File: src/rtl/rxclip_pkg.sv
package rxclip_pkg;
  localparam logic [3:0] PID_LATENCY = 4'hF;
  localparam int         ERR_BITS    = 8;

  typedef enum logic [1:0] {
    OUT_CLEAN = 2'd0,
    OUT_CLIP  = 2'd1,
    OUT_LATE  = 2'd2
  } outcome_e;
endpackage

File: src/rtl/rxclip_hold.sv
module rxclip_hold #(
  parameter int AW = 16,
  parameter int DW = 8
) (
  input  logic          clk,
  input  logic          rst_n,
  input  logic          load,
  input  logic [AW-1:0] load_addr,
  input  logic [DW-1:0] load_data,
  output logic          mem_valid,
  input  logic          mem_ready,
  output logic [AW-1:0] mem_addr,
  output logic [DW-1:0] mem_data,
  output logic          blocked
);
  logic          full_q;
  logic [AW-1:0] addr_q;
  logic [DW-1:0] data_q;

  always_ff @(posedge clk or negedge rst_n) begin
    if (!rst_n) begin
      full_q <= 1'b0;
      addr_q <= '0;
      data_q <= '0;
    end else if (load) begin
      full_q <= 1'b1;
      addr_q <= load_addr;
      data_q <= load_data;
    end else if (full_q && mem_ready) begin
      full_q <= 1'b0;
    end
  end

  assign mem_valid = full_q;
  assign mem_addr  = addr_q;
  assign mem_data  = data_q;
  assign blocked   = full_q & ~mem_ready;

  // a stalled beat is held unchanged
  a_r1_beat_held: assert property (@(posedge clk) disable iff (!rst_n)
    mem_valid && !mem_ready |=> mem_valid && $stable(mem_addr) && $stable(mem_data));
  // the controller never overwrites a blocked beat
  a_r10_no_load_blocked: assert property (@(posedge clk) disable iff (!rst_n)
    load |-> !(mem_valid && !mem_ready));
endmodule

File: src/rtl/rxclip_ctrl.sv
module rxclip_ctrl
  import rxclip_pkg::*;
#(
  parameter int AW = 16,
  parameter int LW = 11
) (
  input  logic          clk,
  input  logic          rst_n,
  input  logic          in_start,
  input  logic          in_end,
  input  logic          in_valid,
  input  logic [3:0]    pkt_pid,
  input  logic [AW-1:0] buf_base,
  input  logic [LW-1:0] max_pkt,
  input  logic          host_mode,
  input  logic          iso_xfer,
  input  logic          blocked,
  output logic          load,
  output logic [AW-1:0] load_addr,
  output logic          hs_valid,
  output logic          hs_nak,
  output logic          wb_valid,
  output logic [3:0]    wb_pid,
  output logic [LW-1:0] wb_count,
  output logic          tok_done,
  output logic          err_set
);
  logic          active_q, clip_q, late_q, host_q, iso_q;
  logic [AW-1:0] base_q;
  logic [LW-1:0] maxp_q, cnt_q;
  logic [3:0]    pid_q;

  logic     byte_in, room, store, overrun, finish;
  outcome_e outcome;

  always_comb begin
    byte_in   = active_q & in_valid & ~in_start & ~in_end;
    room      = cnt_q < maxp_q;
    store     = byte_in & room & ~late_q;
    overrun   = store & blocked;
    load      = store & ~blocked;
    load_addr = base_q + AW'(cnt_q);
    finish    = active_q & in_end;
    if (late_q)      outcome = OUT_LATE;
    else if (clip_q) outcome = OUT_CLIP;
    else             outcome = OUT_CLEAN;
  end

  always_ff @(posedge clk or negedge rst_n) begin
    if (!rst_n) begin
      active_q <= 1'b0;
      clip_q   <= 1'b0;
      late_q   <= 1'b0;
      host_q   <= 1'b0;
      iso_q    <= 1'b0;
      base_q   <= '0;
      maxp_q   <= '0;
      cnt_q    <= '0;
      pid_q    <= '0;
    end else if (in_start) begin
      active_q <= 1'b1;
      clip_q   <= 1'b0;
      late_q   <= 1'b0;
      host_q   <= host_mode;
      iso_q    <= iso_xfer;
      base_q   <= buf_base;
      maxp_q   <= max_pkt;
      cnt_q    <= '0;
      pid_q    <= pkt_pid;
    end else begin
      if (store)           cnt_q    <= cnt_q + 1'b1;
      if (byte_in && !room) clip_q  <= 1'b1;
      if (overrun)         late_q   <= 1'b1;
      if (finish)          active_q <= 1'b0;
    end
  end

  always_ff @(posedge clk or negedge rst_n) begin
    if (!rst_n) begin
      hs_valid <= 1'b0;
      hs_nak   <= 1'b0;
      wb_valid <= 1'b0;
      wb_pid   <= '0;
      wb_count <= '0;
      tok_done <= 1'b0;
      err_set  <= 1'b0;
    end else begin
      hs_valid <= 1'b0;
      hs_nak   <= 1'b0;
      wb_valid <= 1'b0;
      tok_done <= 1'b0;
      err_set  <= 1'b0;
      if (finish) begin
        wb_count <= cnt_q;
        wb_pid   <= pid_q;
        unique case (outcome)
          OUT_LATE: begin
            err_set <= 1'b1;
            if (host_q) begin
              wb_valid <= 1'b1;
              tok_done <= 1'b1;
              wb_pid   <= PID_LATENCY;
            end else begin
              hs_valid <= ~iso_q;
              hs_nak   <= ~iso_q;
            end
          end
          OUT_CLIP: begin
            err_set  <= 1'b1;
            wb_valid <= 1'b1;
            tok_done <= 1'b1;
            hs_valid <= ~iso_q;
          end
          default: begin
            wb_valid <= 1'b1;
            tok_done <= 1'b1;
            hs_valid <= ~iso_q;
          end
        endcase
      end
    end
  end

  // a written-back count never exceeds the maximum packet size
  a_r5_count_capped: assert property (@(posedge clk) disable iff (!rst_n)
    wb_valid |-> wb_count <= maxp_q);
  // the latency PID only appears in host mode
  a_r6_late_pid_host: assert property (@(posedge clk) disable iff (!rst_n)
    wb_valid && wb_pid == PID_LATENCY |-> host_q);
  // a NAK carries no completion
  a_r7_nak_no_wb: assert property (@(posedge clk) disable iff (!rst_n)
    hs_valid && hs_nak |-> !wb_valid && !tok_done);
  // isochronous packets get no handshake
  a_r8_no_hs_iso: assert property (@(posedge clk) disable iff (!rst_n)
    hs_valid |-> !iso_q);
  // the completion is a single-cycle pulse
  a_r9_single_wb: assert property (@(posedge clk) disable iff (!rst_n)
    wb_valid |=> !wb_valid);
endmodule

File: src/rtl/rxclip_err.sv
module rxclip_err
  import rxclip_pkg::*;
#(
  parameter int DMA_BIT = 5
) (
  input  logic                clk,
  input  logic                rst_n,
  input  logic                set,
  input  logic [ERR_BITS-1:0] clr,
  input  logic [ERR_BITS-1:0] en,
  output logic [ERR_BITS-1:0] stat,
  output logic                irq
);
  localparam logic [ERR_BITS-1:0] DMA_MASK = ERR_BITS'(1) << DMA_BIT;

  logic [ERR_BITS-1:0] stat_q;

  always_ff @(posedge clk or negedge rst_n) begin
    if (!rst_n) stat_q <= '0;
    else        stat_q <= ((stat_q & ~clr) | (set ? DMA_MASK : '0)) & DMA_MASK;
  end

  assign stat = stat_q;
  assign irq  = |(stat_q & en);

  // the flag is set after a request
  a_r4_flag_set: assert property (@(posedge clk) disable iff (!rst_n)
    set |=> stat[DMA_BIT]);
  // the flag is sticky until cleared
  a_r4_flag_sticky: assert property (@(posedge clk) disable iff (!rst_n)
    stat[DMA_BIT] && !clr[DMA_BIT] |=> stat[DMA_BIT]);
endmodule

File: src/rtl/rx_dma_clipper.sv
module rx_dma_clipper
  import rxclip_pkg::*;
#(
  parameter int AW      = 16,
  parameter int LW      = 11,
  parameter int DMA_BIT = 5
) (
  input  logic                clk,
  input  logic                rst_n,
  input  logic                in_start,
  input  logic                in_end,
  input  logic                in_valid,
  input  logic [7:0]          in_data,
  input  logic [3:0]          pkt_pid,
  input  logic [AW-1:0]       buf_base,
  input  logic [LW-1:0]       max_pkt,
  input  logic                host_mode,
  input  logic                iso_xfer,
  output logic                mem_valid,
  input  logic                mem_ready,
  output logic [AW-1:0]       mem_addr,
  output logic [7:0]          mem_data,
  output logic                hs_valid,
  output logic                hs_nak,
  output logic                wb_valid,
  output logic [3:0]          wb_pid,
  output logic [LW-1:0]       wb_count,
  output logic                tok_done,
  output logic [ERR_BITS-1:0] err_stat,
  input  logic [ERR_BITS-1:0] err_en,
  input  logic [ERR_BITS-1:0] err_clr,
  output logic                err_irq
);
  logic          load, blocked, err_set;
  logic [AW-1:0] load_addr;

  rxclip_ctrl #(.AW(AW), .LW(LW)) u_ctrl (
    .clk(clk), .rst_n(rst_n), .in_start(in_start), .in_end(in_end),
    .in_valid(in_valid), .pkt_pid(pkt_pid), .buf_base(buf_base),
    .max_pkt(max_pkt), .host_mode(host_mode), .iso_xfer(iso_xfer),
    .blocked(blocked), .load(load), .load_addr(load_addr),
    .hs_valid(hs_valid), .hs_nak(hs_nak), .wb_valid(wb_valid),
    .wb_pid(wb_pid), .wb_count(wb_count), .tok_done(tok_done),
    .err_set(err_set)
  );

  rxclip_hold #(.AW(AW), .DW(8)) u_hold (
    .clk(clk), .rst_n(rst_n), .load(load), .load_addr(load_addr),
    .load_data(in_data), .mem_valid(mem_valid), .mem_ready(mem_ready),
    .mem_addr(mem_addr), .mem_data(mem_data), .blocked(blocked)
  );

  rxclip_err #(.DMA_BIT(DMA_BIT)) u_err (
    .clk(clk), .rst_n(rst_n), .set(err_set), .clr(err_clr), .en(err_en),
    .stat(err_stat), .irq(err_irq)
  );
endmodule

File: config.mk
export PLATFORM = sky130hd
export DESIGN_NAME = rx_dma_clipper
export DESIGN_NICKNAME = d
export VERILOG_FILES = /design/src/rtl/rxclip_pkg.sv /design/src/rtl/rxclip_hold.sv /design/src/rtl/rxclip_ctrl.sv /design/src/rtl/rxclip_err.sv /design/src/rtl/rx_dma_clipper.sv
export SDC_FILE = /design/constraint.sdc
export NUM_CORES = 1
export LEC_CHECK = 0
export BUFFER_PORTS_ARGS = -buffer_cell sky130_fd_sc_hd__buf_2
export CAP_MARGIN = 0
export CORE_MARGIN = 4
export CORE_UTILIZATION = 48
export CTS_CLUSTER_SIZE = 12
export DETAILED_ROUTE_END_ITERATION = 8
export PLACE_DENSITY = 0.85
export SYNTH_ARGS = -nofsm -noshare
export SYNTH_HDL_FRONTEND = slang
export SYNTH_SLANG_ARGS = --single-unit
File: constraint.sdc
create_clock -name clk -period 2.3 [get_ports clk]
set_input_delay 0.46 -clock clk [delete_from_list [all_inputs] [get_ports clk]]
set_output_delay 0.46 -clock clk [all_outputs]
set_load 0.01 [all_outputs]
==> results by stage <==
Outcome:
- The flow ran to the end, but the final reports show violations.
- The final reports fail on negative hold slack.

Worst setup path:
- The worst register-to-register path begins at u_ctrl.cnt_q[0].
- The termination of the worst setup path is u_hold.mem_addr[8].
- Traced cell by cell, the critical path runs through ha_2 -> fa_2 -> a21o_1 -> a221oi_4 -> o21bai_1 -> a21oi_2 -> xnor2_1 -> mux2_2.
- The largest single stage delay on the critical path is 0.40 ns.
- Among all stages on the critical path, the largest delay is contributed by sky130_fd_sc_hd__dfrtp_1.
- The reg-to-reg endpoint is u_hold.mem_addr[8].
- The cell depth of the worst flop-to-flop path is 8.
- The most critical setup path has its startpoint at u_ctrl.cnt_q[0].
- In this run the number of cells on the critical path is 8.
- The capturing element type of the critical path is a register.
- In this run the worst path has a maximum fanout of 4.
- For the worst setup path, the data arrival time is between 2 and 3 ns.
- The type of the setup path with the least slack is reg -> reg.
- Grouping stages by cell kind, the critical path spends the most delay in compound AO/OA/AOI/OAI gates.
- The setup check on the worst reg-to-reg path leaves a slack of 0.0004 ns.
- Counting both buffers and inverters, the worst setup path holds a total of 0.
- The worst setup path is launched from a register.
- At the worst endpoint, the required time is 2.56 ns.

Clocking:
- The sink count of the clock tree is a little over 90.
- In this run the deepest clock path goes through 2 buffers.
- The cell chosen for the clock root is sky130_fd_sc_hd__clkbuf_8.
- The H-tree was split into 3 levels.
- The later pin in the worst-skew pair is clocked with a latency of 0.37 ns.
- The total clock buffers created by CTS is 9.
- After clock tree synthesis, the clock-pin slew on the worst setup and hold paths is ~0.090 ns.
- In this run, post-CTS hold repair placed 0 buffers.
- TritonCTS built the clock tree.

Power:
- The part of the power in registers is 0.519.
- Of the total power, the share spent switching nets is 0.2804.
- Power spread over the standard cell area amounts to about 660 nW/um2.
- The design draws ~3.7 mW.
- The part of the total power dissipated in combinational logic is 0.189.
- VDD sags by at most around 340 uV.
- The internal power contribution is about 2.6 mW.
- Summed over all cells, the static leakage comes to 2.730 nW.
- The share of total power dissipated in the clock network is 0.292.
- The net load switching power is 1.028 mW.

Drt:
- The number of vias after detailed routing is 3399.
- The final antenna-violating net count is 0.
- The via density per instance is roughly 5.4.
- The iteration count of the initial detailed-routing pass is 6.
- Wires add up to 10670 um.
- For this block, the initial DRC count from the detailed router was 161.
- In the final routed layout, each cell accounts on average for between 15 and 20 um.
- After detailed routing, the number of remaining DRC violations is 0.

Timing:
- The post-route fraction of the period consumed by the critical path is 0.9998.
- Final hold analysis gives a worst-case slack of -0.01782 ns.
- The worst slew margin relative to its limit is 0.5642.
- Setup violations remaining at the end of the flow were counted as 0.
- The transition time at the pin with the least slew margin is 0.6537 ns.
- Setup repair after global routing could not meet its margin everywhere.
- The final number of max-transition violations is 0.
- Between clock sinks in the finished design, the worst skew comes to 0.01203 ns.
- The final setup slack of the worst path is 0.0003946 ns.
- The hold violation total from the final report is 5.
- The timing-limited maximum frequency is 434.9 MHz.
- The smallest clock period supported by the final layout is computed as 2.300 ns.

GRT:
- The overall fraction of global-route tracks in use is 0.1894.
- The global route total overflow is 0.
- The first global-routing pass estimated approximately 17000 um of wire.
- The number of antenna violations at the first check in global routing was 0.
- The pin count of the biggest net entering global routing is 68.
- The via count of the first global-routing pass was 3544.

Floorplan:
- The floorplan row count is 35.
- The overall die width is 105.1 um.
- The die area is 11040 um2.
- The initial utilization of the core area, before any placement, comes to 0.4920.
- The floorplan core area is roughly 9200 um2.
- Pin placement for this block handled 116 I/O pins.
- The floorplan die height is roughly 110 um.

Final layout:
- The fill cell instance count of the final layout is 731.
- After the last flow step, the layout net total stands at 603.
- The repair_antennas step left the layout with diodes totalling 0.
- Measured on the finished design, the core utilization comes to 0.6048.
- Relative to the synthesized area, the layout overhead comes to 22.93%.
- The fraction of layout cells with a size suffix above 1 is 0.4080.
- The final instance area is between 5000 and 6000 um2.

Placed design:
- At the end of routability-driven placement, the weighted congestion stood at 0.8195.
- The setup slack after placement is -0.05573 ns.
- Once detailed placement completed, the half-perimeter wirelength came to 7368 um.
- In this run the cell area measured after placement is 5195 um2.
- The number of I/O port buffers is 94.

Yosys:
- The commonest cells after synthesis are sky130_fd_sc_hd__dfrtp_1 (92), sky130_fd_sc_hd__nand2_1 (59), sky130_fd_sc_hd__mux2_2 (39).
- The share of flip-flops with an asynchronous set or reset after synthesis is 1.000.
- Yosys printed 0 warnings.
- The area share of the largest cell type after synthesis is 0.5088.
- The post-synthesis register bit count is 92.
- Sorting the synthesized cells by area gives the leading types as sky130_fd_sc_hd__dfrtp_1 (51%), sky130_fd_sc_hd__mux2_2 (9.7%), sky130_fd_sc_hd__ha_1 (6.1%).
- The count of distinct cell types in the synthesized netlist is 56.
- The number of flops mapped to enable cells by yosys is 0.
- sky130_fd_sc_hd__dfrtp_1 is the most common cell in the netlist.
- Averaged over all synthesized cells, the footprint is around 11 um2.
- The post-synth design cell area is 4524 um2.
- The synthesized design spends more area on one cell type than any other, namely sky130_fd_sc_hd__dfrtp_1.
- For this run, the leading register cell type out of synthesis is sky130_fd_sc_hd__dfrtp_1.
- The cell count after synthesis came out at 401.
- The share of the Yosys chip area taken by registers is 0.5088.

Job:
- The max-cap violation count is 0.

Worst hold path:
- The path category of the worst min-delay check is in -> async.
## timing repair
item,CTS,global route
cloned,0,2
pin swaps,3,5
buffers inserted,1,5
setup endpoints to repair,3,25
gates resized for setup,4,13
## stage by stage
stage / TNS (ns) / instances
after CTS: -0.008110 / 626
after global placement: 0 / 609
after detailed placement: -0.09892 / 609
after floorplan: 0 / 407
after global routing: -0.5611 / 633
final: 0 / 633
## area by class of cell
type	count	area [um2]	share of cell area
tap	111	138.9	0.02497
sequential	92	2302	0.4139
timing repair buffer	122	743.2	0.1336
clock buffer	10	127.6	0.02295
inverter	19	71.32	0.01282
multi-input combinational	273	2115	0.3802
clock inverter	6	63.81	0.01147
## cells by family (layout without fill, tap and decap cells)
kind of cell / after synthesis / after routing / synth area share
other cells: 1 / 7 / 0.0008289
compound gates: 72 / 72 / 0.1209
xor+xnor: 23 / 23 / 0.04453
flops: 92 / 92 / 0.5088
buf+inv: 42 / 157 / 0.04812
fa+ha+maj: 23 / 23 / 0.06526
mux: 41 / 41 / 0.1018
simple gates: 107 / 107 / 0.1098
## worst reg2reg max path: stages, from the launching register on
cell and delay (ns):
sky130_fd_sc_hd__dfrtp_1 0.40, sky130_fd_sc_hd__ha_2 0.21, sky130_fd_sc_hd__fa_2 0.35, sky130_fd_sc_hd__a21o_1 0.24, sky130_fd_sc_hd__a221oi_4 0.31, sky130_fd_sc_hd__o21bai_1 0.16
sky130_fd_sc_hd__a21oi_2 0.19, sky130_fd_sc_hd__xnor2_1 0.07, sky130_fd_sc_hd__mux2_2 0.26
## sequential cells by signal, summed over array words and instances (netlist names), 4 cells and up
signal	count
u_ctrl.base_q	16
u_hold.mem_addr	16
u_ctrl.cnt_q	11
u_ctrl.maxp_q	11
u_ctrl.wb_count	11
u_hold.mem_data	8
u_ctrl.pid_q	4
u_ctrl.wb_pid	4
## worst min-delay path by stage
stage / start / end / slack [ns] / cells after the start
2_1_floorplan: rst_n / u_ctrl.active_q / 0.16 / 0
3_3_place_gp: rst_n / u_hold.mem_addr[14] / 0.38 / 1
3_5_place_dp: rst_n / u_hold.mem_addr[14] / 0.39 / 1
4_1_cts: rst_n / u_hold.mem_addr[14] / 0.003 / 1
5_1_grt: rst_n / u_hold.mem_data[6] / 0.02 / 1
6_report: rst_n / u_hold.mem_addr[14] / -0.02 / 1
## placed cells by master (no fill, tap or decap), types with 4 or more instances in the layout
| master | Yosys | final |
|---|---|---|
| sky130_fd_sc_hd__buf_2 | 2 | 93 |
| sky130_fd_sc_hd__dfrtp_1 | 92 | 92 |
| sky130_fd_sc_hd__nand2_1 | 59 | 58 |
| sky130_fd_sc_hd__mux2_2 | 39 | 39 |
| sky130_fd_sc_hd__buf_4 | 9 | 25 |
| sky130_fd_sc_hd__nor2_1 | 23 | 23 |
| sky130_fd_sc_hd__ha_1 | 22 | 21 |
| sky130_fd_sc_hd__xnor2_1 | 20 | 20 |
| sky130_fd_sc_hd__inv_1 | 19 | 19 |
| sky130_fd_sc_hd__o21ai_0 | 16 | 14 |
| sky130_fd_sc_hd__a21oi_1 | 13 | 11 |
| sky130_fd_sc_hd__clkbuf_8 | 0 | 9 |
| sky130_fd_sc_hd__a21o_1 | 8 | 8 |
| sky130_fd_sc_hd__a21oi_2 | 5 | 7 |
| sky130_fd_sc_hd__conb_1 | 1 | 7 |
| sky130_fd_sc_hd__a2111oi_2 | 5 | 5 |
| sky130_fd_sc_hd__nand4_1 | 4 | 4 |
| sky130_fd_sc_hd__nand3_1 | 4 | 4 |
| sky130_fd_sc_hd__o22a_1 | 4 | 4 |
## metal layers
metal	share of wire	vias to the layer above	track usage
met5	0	-	0
met4	0.029	0	0.08247
met3	0.046	23	0.04077
met2	0.51	99	0.3268
met1	0.41	1676	0.2275
li1	-	1601	-
## power groups by stage
stage | combinational [mW] | sequential [mW] | clock (mW)
3_5_place_dp | 0.673 | 1.94 | 0
5_1_grt | 0.763 | 1.93 | 1.16
3_3_place_gp | 0.646 | 1.92 | 0
6_report | 0.693 | 1.90 | 1.07
4_1_cts | 0.678 | 1.90 | 1.09
2_1_floorplan | 0.330 | 1.99 | 0
Power figures use the tool's default switching activity.
